File: config.mk
export PLATFORM = sky130hd
export DESIGN_NAME = bemf_sh_ctrl
export DESIGN_NICKNAME = d
export VERILOG_FILES = /design/src/rtl/bemf_pkg.sv /design/src/rtl/bemf_rst_sync.sv /design/src/rtl/bemf_scale.sv /design/src/rtl/bemf_phase_ch.sv /design/src/rtl/bemf_sh_ctrl.sv
export SDC_FILE = /design/constraint.sdc
export NUM_CORES = 1
export LEC_CHECK = 0
export ABC_CLOCK_PERIOD_IN_PS = 4800
export BUFFER_PORTS_ARGS = -buffer_cell sky130_fd_sc_hd__buf_2
export CAP_MARGIN = 0
export CORE_ASPECT_RATIO = 1.25
export CORE_MARGIN = 4
export CORE_UTILIZATION = 34
export CTS_CLUSTER_SIZE = 8
export DETAILED_ROUTE_END_ITERATION = 6
export SLEW_MARGIN = 15
export SYNTH_ARGS = -nofsm -noshare
export SYNTH_HDL_FRONTEND = slang
export SYNTH_SLANG_ARGS = --single-unit
File: constraint.sdc
create_clock -name clk_i -period 4.8 [get_ports clk_i]
set_clock_uncertainty 0.05 [all_clocks]
set_input_delay 0.24 -clock clk_i [delete_from_list [all_inputs] [get_ports clk_i]]
set_output_delay 0.24 -clock clk_i [all_outputs]
set_load 0.02 [all_outputs]
File: src/rtl/bemf_pkg.sv
package bemf_pkg;
  typedef enum logic {
    GAIN_HALF    = 1'b0,
    GAIN_QUARTER = 1'b1
  } gain_e;
endpackage

File: src/rtl/bemf_rst_sync.sv
module bemf_rst_sync #(
  parameter int STAGES = 2
) (
  input  logic clk_i,
  input  logic rst_ni,
  output logic rst_sync_no
);
  logic [STAGES-1:0] sync_q;
  logic [STAGES-1:0] sync_d;

  always_comb sync_d = {sync_q[STAGES-2:0], 1'b1};

  always_ff @(posedge clk_i or negedge rst_ni) begin
    if (!rst_ni) sync_q <= '0;
    else         sync_q <= sync_d;
  end

  assign rst_sync_no = sync_q[STAGES-1];
endmodule

File: src/rtl/bemf_scale.sv
module bemf_scale
  import bemf_pkg::*;
#(
  parameter int W = 12
) (
  input  logic [W-1:0] raw_i,
  input  gain_e        gain_i,
  output logic [W-1:0] scaled_o
);
  always_comb begin
    unique case (gain_i)
      GAIN_HALF:    scaled_o = raw_i >> 1;
      GAIN_QUARTER: scaled_o = raw_i >> 2;
      default:      scaled_o = raw_i >> 1;
    endcase
  end
endmodule

File: src/rtl/bemf_phase_ch.sv
module bemf_phase_ch
  import bemf_pkg::*;
#(
  parameter int W = 12
) (
  input  logic         clk_i,
  input  logic         rst_ni,
  input  logic         transp_i,
  input  gain_e        gain_i,
  input  logic         strobe_i,
  input  logic         zero_i,
  input  logic [W-1:0] vcoil_i,
  output logic [W-1:0] held_o,
  output logic         sample_sw_o,
  output logic         hold_sw_o
);
  logic [W-1:0] scaled;
  logic [W-1:0] samp_q, samp_d;
  logic [W-1:0] out_q, out_d;
  logic         vld_q, vld_d;
  logic         zero_q;
  logic         cap_en, win_end, pub_en;

  bemf_scale #(.W(W)) u_scale (
    .raw_i    (vcoil_i),
    .gain_i   (gain_i),
    .scaled_o (scaled)
  );

  always_comb begin
    cap_en  = zero_i & strobe_i;
    win_end = zero_q & ~zero_i;
    pub_en  = (cap_en & transp_i) | (win_end & ~transp_i & vld_q);
    samp_d  = samp_q;
    vld_d   = vld_q;
    out_d   = out_q;
    if (cap_en) begin
      samp_d = scaled;
      vld_d  = 1'b1;
    end else if (win_end) begin
      vld_d  = 1'b0;
    end
    if (pub_en) out_d = cap_en ? scaled : samp_q;
  end

  always_ff @(posedge clk_i or negedge rst_ni) begin
    if (!rst_ni) begin
      samp_q <= '0;
      vld_q  <= 1'b0;
      out_q  <= '0;
      zero_q <= 1'b0;
    end else begin
      zero_q <= zero_i;
      if (cap_en | win_end) begin
        samp_q <= samp_d;
        vld_q  <= vld_d;
      end
      if (pub_en) out_q <= out_d;
    end
  end

  assign held_o      = out_q;
  assign sample_sw_o = cap_en;
  assign hold_sw_o   = pub_en;

  AST_SAMPLE_IN_WINDOW: assert property (@(posedge clk_i) disable iff (!rst_ni)
    sample_sw_o |-> (zero_i && strobe_i));

  AST_TRANSP_FOLLOW: assert property (@(posedge clk_i) disable iff (!rst_ni)
    (transp_i && zero_i && strobe_i) |=>
      (out_q == (($past(gain_i) == GAIN_QUARTER) ? ($past(vcoil_i) >> 2)
                                                  : ($past(vcoil_i) >> 1))));

  AST_DEFER_STILL: assert property (@(posedge clk_i) disable iff (!rst_ni)
    (!transp_i && zero_i) |=> $stable(out_q));

  AST_DEFER_PUBLISH: assert property (@(posedge clk_i) disable iff (!rst_ni)
    (!transp_i && !zero_i && zero_q && vld_q) |=> (out_q == $past(samp_q)));

  AST_IDLE_HOLD: assert property (@(posedge clk_i) disable iff (!rst_ni)
    (!zero_i && !zero_q) |=> $stable(out_q));

  AST_NO_LOAD_NO_CHANGE: assert property (@(posedge clk_i) disable iff (!rst_ni)
    !hold_sw_o |=> $stable(held_o));
endmodule

File: src/rtl/bemf_sh_ctrl.sv
module bemf_sh_ctrl
  import bemf_pkg::*;
#(
  parameter int NPH = 2,
  parameter int W   = 12
) (
  input  logic           clk_i,
  input  logic           rst_ni,
  input  logic           transp_i,
  input  logic           gain_sel_i,
  input  logic           strobe_i,
  input  logic [NPH-1:0] zero_i,
  input  logic [NPH*W-1:0] vcoil_i,
  output logic [NPH*W-1:0] held_o,
  output logic [NPH-1:0] sample_sw_o,
  output logic [NPH-1:0] hold_sw_o
);
  localparam int RST_STAGES = 2;

  logic  rst_n_s;
  gain_e gain;

  assign gain = gain_e'(gain_sel_i);

  bemf_rst_sync #(.STAGES(RST_STAGES)) u_rst_sync (
    .clk_i       (clk_i),
    .rst_ni      (rst_ni),
    .rst_sync_no (rst_n_s)
  );

  for (genvar p = 0; p < NPH; p++) begin : g_phase
    bemf_phase_ch #(.W(W)) u_ch (
      .clk_i       (clk_i),
      .rst_ni      (rst_n_s),
      .transp_i    (transp_i),
      .gain_i      (gain),
      .strobe_i    (strobe_i),
      .zero_i      (zero_i[p]),
      .vcoil_i     (vcoil_i[p*W +: W]),
      .held_o      (held_o[p*W +: W]),
      .sample_sw_o (sample_sw_o[p]),
      .hold_sw_o   (hold_sw_o[p])
    );
  end

  AST_RESET_CLEAR: assert property (@(posedge clk_i)
    !rst_n_s |-> (held_o == '0));

  AST_SW_QUIET_OFF_WINDOW: assert property (@(posedge clk_i) disable iff (!rst_n_s)
    ((sample_sw_o & ~zero_i) == '0));
endmodule

Word level (Yosys, flattened, before mapping)
Cells that the tools add are included.
{"block": "word_totals", "ff_bits": 54, "in_bits": 31, "out_inout_bits": 28}
{"block": "op_classes", "n_mux": 8, "n_bitwise": 18, "n_reduce_logical": 4}
{"cell": "12-bit one-hot mux with 2 select lines", "count": 2}
{"cell": "12-bit 2-to-1 mux", "count": 2}
{"cell": "1-bit bitwise AND", "count": 10}
{"cell": "1-bit 2-to-1 mux", "count": 4}
{"cell": "1-bit inverter", "count": 4}
{"cell": "1-bit bitwise OR", "count": 4}
{"cell": "2-bit AND reduction", "count": 2}
{"cell": "2-bit nonzero test", "count": 2}

Depth between registers and ports, before layout
Gate-level depths: netlist of run 1.
{"block": "logic_depth", "depth_word": 5, "ltp_mapped": 5, "mapped_depth_nobuf": 3}

Modules after synthesis
Synthesis of run 1 repeated with hierarchy kept, for this count alone.
{"block": "unflattened", "cells_unflattened": 149, "hier_area_um2": 2483.6}
{"module": "bemf_phase_ch", "instances": 2, "cells_per_inst": 59, "area_each_um2": 1037.2}
{"module": "bemf_scale", "instances": 2, "cells_per_inst": 14, "area_each_um2": 177.7}
{"module": "bemf_rst_sync", "instances": 1, "cells_per_inst": 3, "area_each_um2": 53.8}

Worst setup path before layout of run 1
OpenSTA, ideal clock, no wires.
{"block": "synth_timing", "kind": "reg2reg", "startpoint": "register g_phase[1].u_ch.vld_q", "endpoint": "register g_phase[1].u_ch.out_q[1]", "arrival_time_ps": 1302, "required_time_ps": 4623, "path_slack_ps": 3320, "stages_incl_launch_ff": 5, "period_less_slack_ps": 1480, "cell_sequence": "dfrtp_1 nor4bb_1 a31o_2 buf_6 mux2_1"}
{"block": "synth_via", "elab_chain_len": 2}
{"item": "start, declared", "line": "bemf_phase_ch.sv:20", "text": "logic vld_q, vld_d;"}
{"item": "start signal, assigned", "line": "bemf_phase_ch.sv:56", "text": "vld_q <= vld_d;"}
{"item": "1-bit bitwise AND", "line": "bemf_phase_ch.sv:33", "text": "pub_en = (cap_en & transp_i) | (win_end & ~transp_i & vld_q);"}
{"item": "1-bit bitwise OR", "line": "bemf_phase_ch.sv:33"}
{"item": "named net g_phase[1].u_ch.hold_sw_o", "line": "bemf_phase_ch.sv:15", "text": "output logic hold_sw_o"}
{"item": "end signal, assigned", "line": "bemf_phase_ch.sv:58", "text": "if (pub_en) out_q <= out_d;"}
{"item": "end, declared", "line": "bemf_phase_ch.sv:19", "text": "logic [W-1:0] out_q, out_d;"}
The timed path passes the listed nets, and every way through them passes these cells.
A chain may end at the register's enable or synchronous reset.

Worst setup path after layout of run 1
{"block": "layout_timing", "startpoint": "register g_phase[1].u_ch.vld_q", "endpoint": "output hold_sw_o[1]"}
{"block": "layout_via", "elab_chain_len": 2}
{"item": "1-bit bitwise AND", "line": "bemf_phase_ch.sv:33"}
{"item": "1-bit bitwise OR", "line": "bemf_phase_ch.sv:33"}
{"item": "end, declared", "line": "bemf_sh_ctrl.sv:16", "text": "output logic [NPH-1:0] hold_sw_o"}
No other way between the ends.

==> impl_metrics.yaml, run 1 <==
status:
  status: "complete, no violations"
sta:
  fin_crit_sh_pct: 40.9
  rsz0062_at_grt: "no"
  drv_slew: 0
  hold_viol_final: 0
  relSlewSlack_pct: 56.4
  fmax_ghz: 0.510
  setup_tns_ps: 0
  worstMarginPinSlew_ps: 654
  setup_violations: 0
  min_period_ps: 1960
setup_path:
  crit_fanout: 13
  cp.arrival_ps: 1670
  path_buf_inv: 1
  path_cells: "nor4bb_1 > a31o_2 > buf_2"
  crit_required_ps: 4510
  crit_path_max_incr_delay_ps: 390
  rrSetupSlack_ps: 3140
  regToRegEndpoint: "g_phase[1].u_ch.held_o[2]$_DFFE_PN0P_"
  cp_slowest_cell: "a31o_2"
  cp.depth: 3
  critPathTopFamily: "compound AO/OA/AOI/OAI gates"
  start_kind: "flop"
  cp-end-kind: "output port"
  crit_type: "flop to output port"
  reg2reg_depth: 3
  worstReg2RegStart: "g_phase[1].u_ch.vld_q$_DFFE_PN0P_"
die:
  start_util_pct: 34.7
  pin_count: 59
  rows: 33
  dieArea_sq_um: 8040
  die-height_um: 99.2
  die_w_um: 81.0
  core_sq_um: 6520
clock_tree:
  cts_resized: 0
  clk_transition_reported_paths_ps: 100
  root_buffer: "clkbuf_8"
  cts_hold_buffers: 1
  clock_latency_ps: 300
  h-tree-depth: 2
  cts_made_buffers: 5
  clock-sinks: 54
  clockBufferDepth: 2
  cts_tree: "done"
  postCtsSetupBuffers: 0
layout:
  fill_cells: 658
  fin_nets: 259
  drive_gt1_share_pct: 30.6
  n_antenna_cell: 0
  syn2layout_area_growth_pct: 18.4
power:
  ir_worst_vdd_uv: 255
  power_density_nw_per_um2: 423
  leakage_uw: 0.00122
  p_total_uw: 1130
logic_synthesis:
  ys_seq_elements: 54
  syn_area_per_cell_sq_um: 12.7
  synth-compound-area-share_pct: 11.4
  ys.flop_type: "dfrtp_1"
  ys_types: 20
  synth_xor_area_share_pct: 0
  synthCells: 179
  yosys_warnings: 0
  syn_area_sq_um: 2260
  syn-num-nets: 210
  synth-async-reset-ratio_pct: 100
  yosysSeqAreaShare_pct: 59.7
  synth_edf_count: 0
  synthSimpleGateAreaFrac_pct: 3.37
  yosys.area_share.adder_pct: 0
  synth_top_family_by_area: "multiplexers"
  synthMuxAreaShare_pct: 19.8
detailed_routing:
  drt_wl_total_um: 4590
  viasPerCell: 4.73
  drt_iter0_markers: 41
  antenna_left: 0
  drc: 0
  wl_per_cell_um: 14.5
  drtPass1Iterations: 4
  vias: 1496
global_route:
  grt_antenna_before_repair: 0
  grt_pass1_vias: 1582
  grt_start_max_net_pins: 53
  grt-ovfl-total: 0
  grt_usage_pct: 12.1
  grt_pass1_wl_um: 7650
placement:
  numPortBuffers: 56
  place.gp.congestion: 0.698
  dp_hpwl_um: 3190
worst_hold_path:
  hold_path.class: "input port to flop"
  hold_path_depth: 1
  worstHoldStart: "zero_i[1]"
  holdPathEnd: "g_phase[1].u_ch.zero_q$_DFF_PN0_"
flow_run:
  drv_cap: 0
[worst max path at each step]
stage | start | slack [ps] | end
2_1_floorplan | u_rst_sync.sync_q[1]$_DFF_PN0_ | 3140 | g_phase[0].u_ch.held_o[0]$_DFFE_PN0P_
3_3_place_gp | strobe_i | 2920 | g_phase[0].u_ch.held_o[0]$_DFFE_PN0P_
3_5_place_dp | strobe_i | 2860 | g_phase[0].u_ch.held_o[0]$_DFFE_PN0P_
4_1_cts | g_phase[1].u_ch.vld_q$_DFFE_PN0P_ | 2810 | hold_sw_o[1]
5_1_grt | g_phase[1].u_ch.vld_q$_DFFE_PN0P_ | 2650 | hold_sw_o[1]
6_report | g_phase[1].u_ch.vld_q$_DFFE_PN0P_ | 2840 | hold_sw_o[1]
[cell type report]
type | instances | area [sq um] | share of cell area [%]
clock buffers | 5 | 68.8 | 2.57
inverters | 6 | 22.5 | 0.840
flip-flops and latches | 54 | 1350 | 50.4
multi-input cells | 103 | 786 | 29.3
clock inverters | 3 | 45.0 | 1.68
well taps | 87 | 109 | 4.06
repair buffers | 58 | 298 | 11.1
[cells in the mapped netlist, types with 2 or more instances]
cell type | number | area share (%)
dfrtp_1 | 54 | 60
a21oi_1 | 40 | 8.8
mux2_1 | 21 | 10
mux2i_1 | 20 | 8.8
buf_4 | 7 | 2.3
inv_1 | 6 | 0.99
o21ai_0 | 6 | 1.3
clkbuf_1 | 4 | 0.66
buf_2 | 3 | 0.66
a31o_2 | 2 | 0.77
and2_1 | 2 | 0.55
buf_6 | 2 | 0.99
nand2_1 | 2 | 0.33
nand4b_1 | 2 | 0.77
nor2b_1 | 2 | 0.55
o21ai_1 | 2 | 0.44
[per-layer routing]
layer  wire [um]  vias up  track usage (%)
met5           0        -                0
met2        2290       41             20.2
li1            -      724                -
met3         244        2             2.99
met4          19        0             3.12
met1        2030      729             15.5
[cells by family (layout without fill, tap and decap cells)]
group                  count (synthesis)  count (layout)
DFF                                   54              54
AOI/OAI and AO/OA                     50              50
muxes                                 42              42
buffers and inverters                 22              72
and+or+nand+nor                       10              10
other                                  1               1
[power by group]
| group | leakage (uW) | internal (uW) | switching (uW) |
|---|---|---|---|
| registers | 0.000619 | 537 | 30.7 |
| logic | 0.000552 | 101 | 164 |
| clock network | 0.0000504 | 155 | 147 |
[placed cells by master (no fill, tap or decap), drive strengths merged]
cell type    Yosys  final
o21ai            8      8
dlygate4sd3      0      1
and2             2      2
clkbuf           4      5
nor2b            2      2
conb             1      1
mux2i           20     20
nand2            2      2
a31o             2      2
a21oi           40     40
dfrtp           54     54
clkinvlp         0      2
bufinv           0      1
nand4b           2      2
buf             12     57
mux2            22     22
nor4bb           2      2
inv              6      6
[sequential cells by signal, indices dropped and copies added, names as in the netlist]
signal	count
g_phase.u_ch.held_o	24
g_phase.u_ch.samp_q	24
g_phase.u_ch.vld_q	2
g_phase.u_ch.zero_q	2
u_rst_sync.sync_q	2
[through the flow]
stage,cells,area (sq um),setup WS (ps),util [%],hold WS (ps)
3_3_place_gp,307,2560,2920,39.2,-25.7
2_1_floorplan,179,2260,3140,-,-106
6_report,316,2680,2840,41.1,160
5_1_grt,316,2680,2650,41.1,164
3_5_place_dp,307,2560,2860,39.2,-24.6
4_1_cts,316,2680,2810,41.1,148
(Power assumes the default switching activity.)
==> run 2: changes to the inputs <==
Settings changed: ABC_CLOCK_PERIOD_IN_PS 4800 to 2000.
Clock period 4.8 ns to 2 ns, I/O delays scaled along.
==> impl_metrics.yaml, run 2 (same netlist as run 1, synthesis figures left out) <==
sta:
  drv_slew: 0
  setup_tns_ps: 0
  setup_violations: 0
  relSlewSlack_pct: 63.8
  min_period_ps: 1810
  fmax_ghz: 0.552
  hold_viol_final: 0
  fin_crit_sh_pct: 90.7
  worstMarginPinSlew_ps: 544
  rsz0062_at_grt: "no"
power:
  p_int_uw: 1950
  sequentialPowerShare_pct: 49.8
  swShare_pct: 29.3
  leakage_uw: 0.00125
  ir_worst_vdd_uv: 619
  combPwrFrac_pct: 23.2
  power_frac_clock_pct: 27.0
  p_sw_uw: 807
  power_density_nw_per_um2: 1010
  p_total_uw: 2760
setup_path:
  crit_path_max_incr_delay_ps: 390
  start_kind: "flop"
  cp_slowest_cell: "a31o_2"
  cp-end-kind: "output port"
  crit_fanout: 13
  cp.arrival_ps: 1660
  path_buf_inv: 1
  crit_type: "flop to output port"
  crit_required_ps: 1850
  critPathTopFamily: "compound AO/OA/AOI/OAI gates"
  path_cells: "nor4bb_1 > a31o_2 > buf_2"
layout:
  layout_commonest_cell: "buf_2"
  n_antenna_cell: 0
  syn2layout_area_growth_pct: 20.4
  drive_gt1_share_pct: 31.3
  finalNonFillerCells: 320
  fin_nets: 263
  final_cell_mix: "buf_2 (56), dfrtp_1 (53), a21oi_1 (40)"
clock_tree:
  cts_resized: 0
  h-tree-depth: 2
  clockBufferDepth: 2
  root_buffer: "clkbuf_8"
  clock_latency_ps: 300
  cts_made_buffers: 5
  clock-sinks: 54
  cts_tree: "done"
  clk_transition_reported_paths_ps: 90
placement:
  place.gp.congestion: 0.699
  numPortBuffers: 56
  dp_hpwl_um: 3510
  placed_cells: 311
die:
  pin_count: 59
  die_w_um: 81.0
  rows: 33
  core_sq_um: 6520
  dieArea_sq_um: 8040
  die-height_um: 99.2
  start_util_pct: 34.7
detailed_routing:
  wl_met1_um: 2030
  drt_wl_total_um: 4730
  top_layer_used: "met4"
  viasPerCell: 4.78
  wl_per_cell_um: 14.8
  vias: 1528
  drtPass1Iterations: 2
  met3_length_um: 244
  wl_met2_um: 2420
  drt_iter0_markers: 40
  drc: 0
  antenna_left: 0
global_route:
  grt_start_max_net_pins: 30
  grt_antenna_before_repair: 0
  grt_pass1_wl_um: 7940
  grt_usage_pct: 12.7
  grt-ovfl-total: 0
  grt_pass1_vias: 1652
flow_run:
  drv_cap: 0
worst_hold_path:
  hold_path.class: "input port to async pin"
status:
  status: "complete, no violations"
run 2: cell types whose count changed in the layout (fill, tap and decap cells not counted), sizes merged:
cell	before	now
clkinvlp	2	0
buf	57	61
clkbuf	5	7
run 2: power by group through the flow:
stage | clock network, uW | logic, uW | registers [uW]
3_5_place_dp | 0 | 656 | 1400
6_report | 743 | 640 | 1370
5_1_grt | 815 | 708 | 1400
2_1_floorplan | 0 | 246 | 1560
4_1_cts | 777 | 659 | 1380
3_3_place_gp | 0 | 644 | 1390
run 2: timing repair:
action                                 in CTS  in global routing
setup buffers                               0                  0
endpoints found under the hold margin       2                  0
hold buffers                                1                  0
run 2: layout make-up:
cell class	instances	area (sq um)
fillers	662	3800
clock buffers	7	86.3
repair buffers	62	340
well taps	87	109
clock inverters	1	30.0
inverters	6	22.5
multi-input cells	103	786
flip-flops and latches	54	1350
run 2: through the flow:
stage | worst slack (ps) | hold slack [ps] | utilization, % | area [sq um]
6_report | 187 | 35.4 | 41.8 | 2730
5_1_grt | 63.3 | 16.8 | 41.8 | 2730
4_1_cts | 163 | 17.4 | 41.8 | 2730
3_5_place_dp | 353 | -164 | 39.9 | 2600
3_3_place_gp | 396 | -165 | 39.9 | 2600
2_1_floorplan | 335 | -246 | - | 2260
run 2: worst paths after layout:
kind | end | cells after the start | from | slack, ps
min reg2reg | g_phase[1].u_ch.held_o[8]$_DFFE_PN0P_ | 0 | u_rst_sync.sync_q[1]$_DFF_PN0_ | 210
max in group asynchronous | g_phase[1].u_ch.held_o[1]$_DFFE_PN0P_ | 1 | u_rst_sync.sync_q[1]$_DFF_PN0_ | 1140
max | hold_sw_o[1] | 3 | g_phase[1].u_ch.vld_q$_DFFE_PN0P_ | 190
min | u_rst_sync.sync_q[1]$_DFF_PN0_ | 2 | rst_ni | 40
min in group clk_i | g_phase[0].u_ch.zero_q$_DFF_PN0_ | 1 | zero_i[0] | 40
max reg2reg | g_phase[1].u_ch.held_o[3]$_DFFE_PN0P_ | 3 | g_phase[1].u_ch.vld_q$_DFFE_PN0P_ | 350
run 2: routing by layer:
layer,global-route usage (%),vias up
li1,-,728
met1,16.0,756
met2,21.8,40
met3,2.99,4
met4,2.73,0
met5,0,-
